## src/rtl/phase_mode_ctrl.sv

```systemverilog
module phase_mode_ctrl #(
  parameter int IDLE_PERIODS = 2,
  parameter int DE_PERIODS   = 7
) (
  input  logic       clk,
  input  logic       rst_n,
  input  logic [2:0] sel_req,
  input  logic       period_tick,
  input  logic       ss_done,
  input  logic       ramp_busy,
  input  logic       ref_chg,
  input  logic       zc_flag,
  output logic       ph2_en,
  output logic       de_en,
  output logic       comp_sw,
  output logic       lsd1_off
);
  localparam int MAXC = (IDLE_PERIODS > DE_PERIODS) ? IDLE_PERIODS : DE_PERIODS;
  localparam int CW   = $clog2(MAXC + 1);

  typedef enum logic [1:0] {M_DUAL = 2'd0, M_SINGLE = 2'd1, M_DIODE = 2'd2} mode_t;

  mode_t         mode, target;
  logic [2:0]    sel_q;
  logic [CW-1:0] stab;
  logic          sel_moved, count_met;

  assign sel_moved = (sel_req != sel_q);

  always_comb begin
    if (sel_q[2] && !sel_q[1]) target = M_DIODE;
    else if (sel_q[0])         target = M_DUAL;
    else                       target = M_SINGLE;
  end

  assign count_met = (target == M_DIODE) ? (stab >= CW'(DE_PERIODS))
                                         : (stab >= CW'(IDLE_PERIODS));

  always_ff @(posedge clk) begin
    if (!rst_n) begin
      sel_q <= 3'b001;
      stab  <= '0;
    end else if (sel_moved) begin
      sel_q <= sel_req;
      stab  <= '0;
    end else if (mode == M_DIODE && ref_chg && ss_done) begin
      stab  <= '0;
    end else if (period_tick && stab < CW'(MAXC)) begin
      stab  <= stab + 1'b1;
    end
  end

  always_ff @(posedge clk) begin
    if (!rst_n)                            mode <= M_DUAL;
    else if (!ss_done)                     mode <= M_DUAL;
    else if (mode == M_DIODE && ref_chg)   mode <= M_DUAL;
    else if (target == M_DUAL)             mode <= M_DUAL;
    else if (!ramp_busy && count_met)      mode <= target;
  end

  assign ph2_en   = (mode == M_DUAL);
  assign de_en    = (mode == M_DIODE);
  assign comp_sw  = (mode != M_DUAL);
  assign lsd1_off = de_en & zc_flag;
endmodule


```

## config.mk

```make
export PLATFORM = sky130hd
export DESIGN_NAME = phase_mode_ctrl
export DESIGN_NICKNAME = d
export VERILOG_FILES = /design/src/rtl/phase_mode_ctrl.sv
export SDC_FILE = /design/constraint.sdc
export NUM_CORES = 1
export LEC_CHECK = 0
export BUFFER_PORTS_ARGS = -buffer_cell sky130_fd_sc_hd__buf_4
export CORE_AREA = 3 3 40 42
export CTS_BUF_LIST = sky130_fd_sc_hd__clkbuf_16
export DETAILED_ROUTE_END_ITERATION = 7
export DIE_AREA = 0 0 43 45
export SKIP_LAST_GASP = 1
export SLEW_MARGIN = 20
export SYNTH_ARGS = -nofsm -noshare
export SYNTH_HDL_FRONTEND = slang
export SYNTH_SLANG_ARGS = --single-unit
```

## constraint.sdc

```tcl
create_clock -name clk -period 1.2 [get_ports clk]
set_clock_uncertainty 0.05 [all_clocks]
set_input_delay 0.24 -clock clk [delete_from_list [all_inputs] [get_ports clk]]
set_output_delay 0.24 -clock clk [all_outputs]
set_load 0.02 [all_outputs]
```

==> impl_metrics.toml <==
[layout]
mostFrequentLayoutCell = "sky130_fd_sc_hd__buf_4"
post-route-cell-area_um2 = 759
post-route-util = 0.591
num-nets-final = 84
drive_above_1_share = 0.557
fillers = 117
layout-area-overhead-vs-synth_pct = 66.3
n_antenna_cell = 0
seqCellArea_um2 = 171
multiInputGateArea_um2 = 337

[global_routing]
antenna_found_initial = 0
global_route_wire_length_before_repair_mm = 1.72
grt_max_degree = 7
global_route.overflow_total = 0
grt_usage = 0.116
grt_pass1_vias = 412

[logic_synthesis]
synthesis.yosys.warnings = 0
synth.yosys.seq_area_share = 0.351
mean_area_per_synthesized_cell_um2 = 9.51
postSynthRegisterBits = 8
syn_area_um2 = 457
syn_inst = 48
total_nets_after_synthesis = 61
post_synth_num_cell_types = 23

[critical_path]
rr_startpoint = "stab[1]"
timing.rr.end = "mode[0]"
r2r.worst_path.cells = 5
arrival_time_reported_for_the_critical_path_endpoint_ns = 1.36
r2r_setup_slack_ns = -0.1
worstPathRequired_ns = 1.26
critPathKind = "flip-flop to flip-flop"
end_kind = "flip-flop"
timing.critical_path.fanout_max = 4
critical_path.startpoint_type = "flip-flop"

[clock_network]
cts_root_buf = "sky130_fd_sc_hd__clkbuf_16"
htree_num_levels = 1
holdBufCountCts = 0
clock_sinks = 8
path_clk_slew_ns = 0.04
cts_inserted_buffers = 3
tritoncts = "done"
clock_latency_ns = 0.23
cts_max_path_buffers = 2

[die]
floorplan.die.width_um = 43
coreArea_um2 = 1280
floorplan.die_area_um2 = 1940
initial_utilization = 0.355
die_height_um = 45
rows = 13
ios = 14

[worst_hold_path]
min_path_cells = 2
hold_end = "sel_q[0]"
hold_path_startpoint = "rst_n"
worst_hold_path_type = "input pin to flip-flop"

[drt]
drt_iter0_markers = 5
num_vias = 424
detail_route.drc_violations = 0
detailedRoute.firstPassIterationCount = 2
detail_route.vias_per_cell = 4.99
routedWlPerCell_um = 11.9
drt.antenna.violating_nets = 0
finalWirelength_mm = 1.01

[power]
clkPwrFrac = 0.620
combPwrFrac = 0.073
power.switching_fraction = 0.175
power_switching_uw = 158
vdd.ir_drop.worst_mv = 0.800
cellLeakagePower_uw = 0.000328
total_power_uw = 901
pwr_cell_area_nw_per_um2 = 1190
power.internal_uw = 743
power.share.sequential = 0.307

[timing]
setup_total_negative_slack_ns = -0.278
slew_headroom = 0.832
holdWs_ns = 0.166
slew_limit_fails = 0
final-setup-viol-count = 5
hold_viol = 0
setup_ws_ns = -0.0952
rsz0062_at_grt = "true"
tightest_slew_ns = 0.252
fin_crit_sh = 1.08
clock.fmax_ghz = 0.772
final_critical_delay_including_setup_and_external_delays_ns = 1.30

[flow_run]
cap_violations = 0

[place]
place_area_um2 = 636
replace_congestion = 0.702
io_buffers = 13
hpwlAfterDp_um = 762

[run_status]
status = "finished with violations"
violations_in_the_final_reports = "negative setup slack"
==> area by class of cell <==
cell class	count	share of cell area
inverter	2	0.00988
clock inverter	1	0.00494
multi-input combinational	38	0.443
clock buffer	3	0.0988
tap	15	0.0247
timing repair buffer	18	0.193
sequential	8	0.226
==> kinds of logic after synthesis <==
kind of cell / after synthesis / share of synthesized area
AOI/OAI and AO/OA: 10 / 0.192
xor gates and xnor gates: 3 / 0.0575
adders and majority gates: 3 / 0.0822
buffers and inverters: 2 / 0.0164
DFF: 8 / 0.351
and+or+nand+nor: 22 / 0.301
==> flip-flops by register name (all words and copies together) (netlist names) <==
register / flops
sel_q: 3
stab: 3
mode: 2
==> cell usage after synthesis (all sizes together) <==
cell type,n,area share
a22oi,1,0.016
ha,3,0.082
o211a,2,0.044
xnor2,3,0.058
nand4,1,0.014
and2,3,0.041
a31oi,1,0.014
o31a,1,0.019
nor4,2,0.027
nor3,4,0.044
nor2,1,0.0082
nand2b,2,0.027
a21bo,2,0.044
inv,2,0.016
a21oi,2,0.022
nor2b,3,0.058
a221oi,1,0.033
or3,2,0.027
or2,1,0.014
nand2,2,0.016
and3,1,0.025
dfxtp,8,0.35
==> what timing repair did <==
item                                    in CTS  in global routing
endpoints found under the setup margin       6                  7
resized for setup                            8                  4
setup buffers                                1                  0
gates cloned                                 0                  0
pin swaps                                    1                  1
==> stage by stage <==
| step | instances | setup slack (ns) |
|---|---|---|
| after floorplan | 48 | -0.0648 |
| after global placement | 80 | -0.108 |
| after detailed placement | 80 | -0.126 |
| after CTS | 85 | -0.0971 |
| after global routing | 85 | -0.151 |
| final | 85 | -0.0952 |
==> per-layer routing <==
metal | wire length (um) | track usage
met5 | 0 | 0
met4 | 0 | 0.0361
met3 | 57 | 0.0319
met2 | 487 | 0.177
met1 | 463 | 0.160
==> worst max-delay path by stage <==
stage / start / cells after the start / endpoint
floorplan: stab[1] / 5 / mode[0]
global placement: stab[1] / 5 / mode[1]
detailed placement: stab[1] / 5 / mode[1]
CTS: stab[0] / 5 / mode[1]
global route: stab[1] / 5 / mode[0]
finish: stab[1] / 5 / mode[0]
==> critical path: stages (launching register included) <==
cell and delay (ns):
sky130_fd_sc_hd__dfxtp_4 0.36, sky130_fd_sc_hd__ha_4 0.14, sky130_fd_sc_hd__ha_4 0.12, sky130_fd_sc_hd__a31oi_2 0.04, sky130_fd_sc_hd__or3_1 0.35, sky130_fd_sc_hd__o211a_1 0.12
==> power groups by stage <==
| stage | registers (uW) | logic (uW) | clock network (uW) |
|---|---|---|---|
| after floorplan | 280 | 28.2 | 0 |
| after CTS | 277 | 64.9 | 572 |
| after detailed placement | 281 | 63.9 | 0 |
| after global placement | 281 | 63.3 | 0 |
| final | 277 | 65.7 | 558 |
| after global routing | 278 | 73.5 | 586 |
Note: power is estimated with default switching activity, not from simulation.
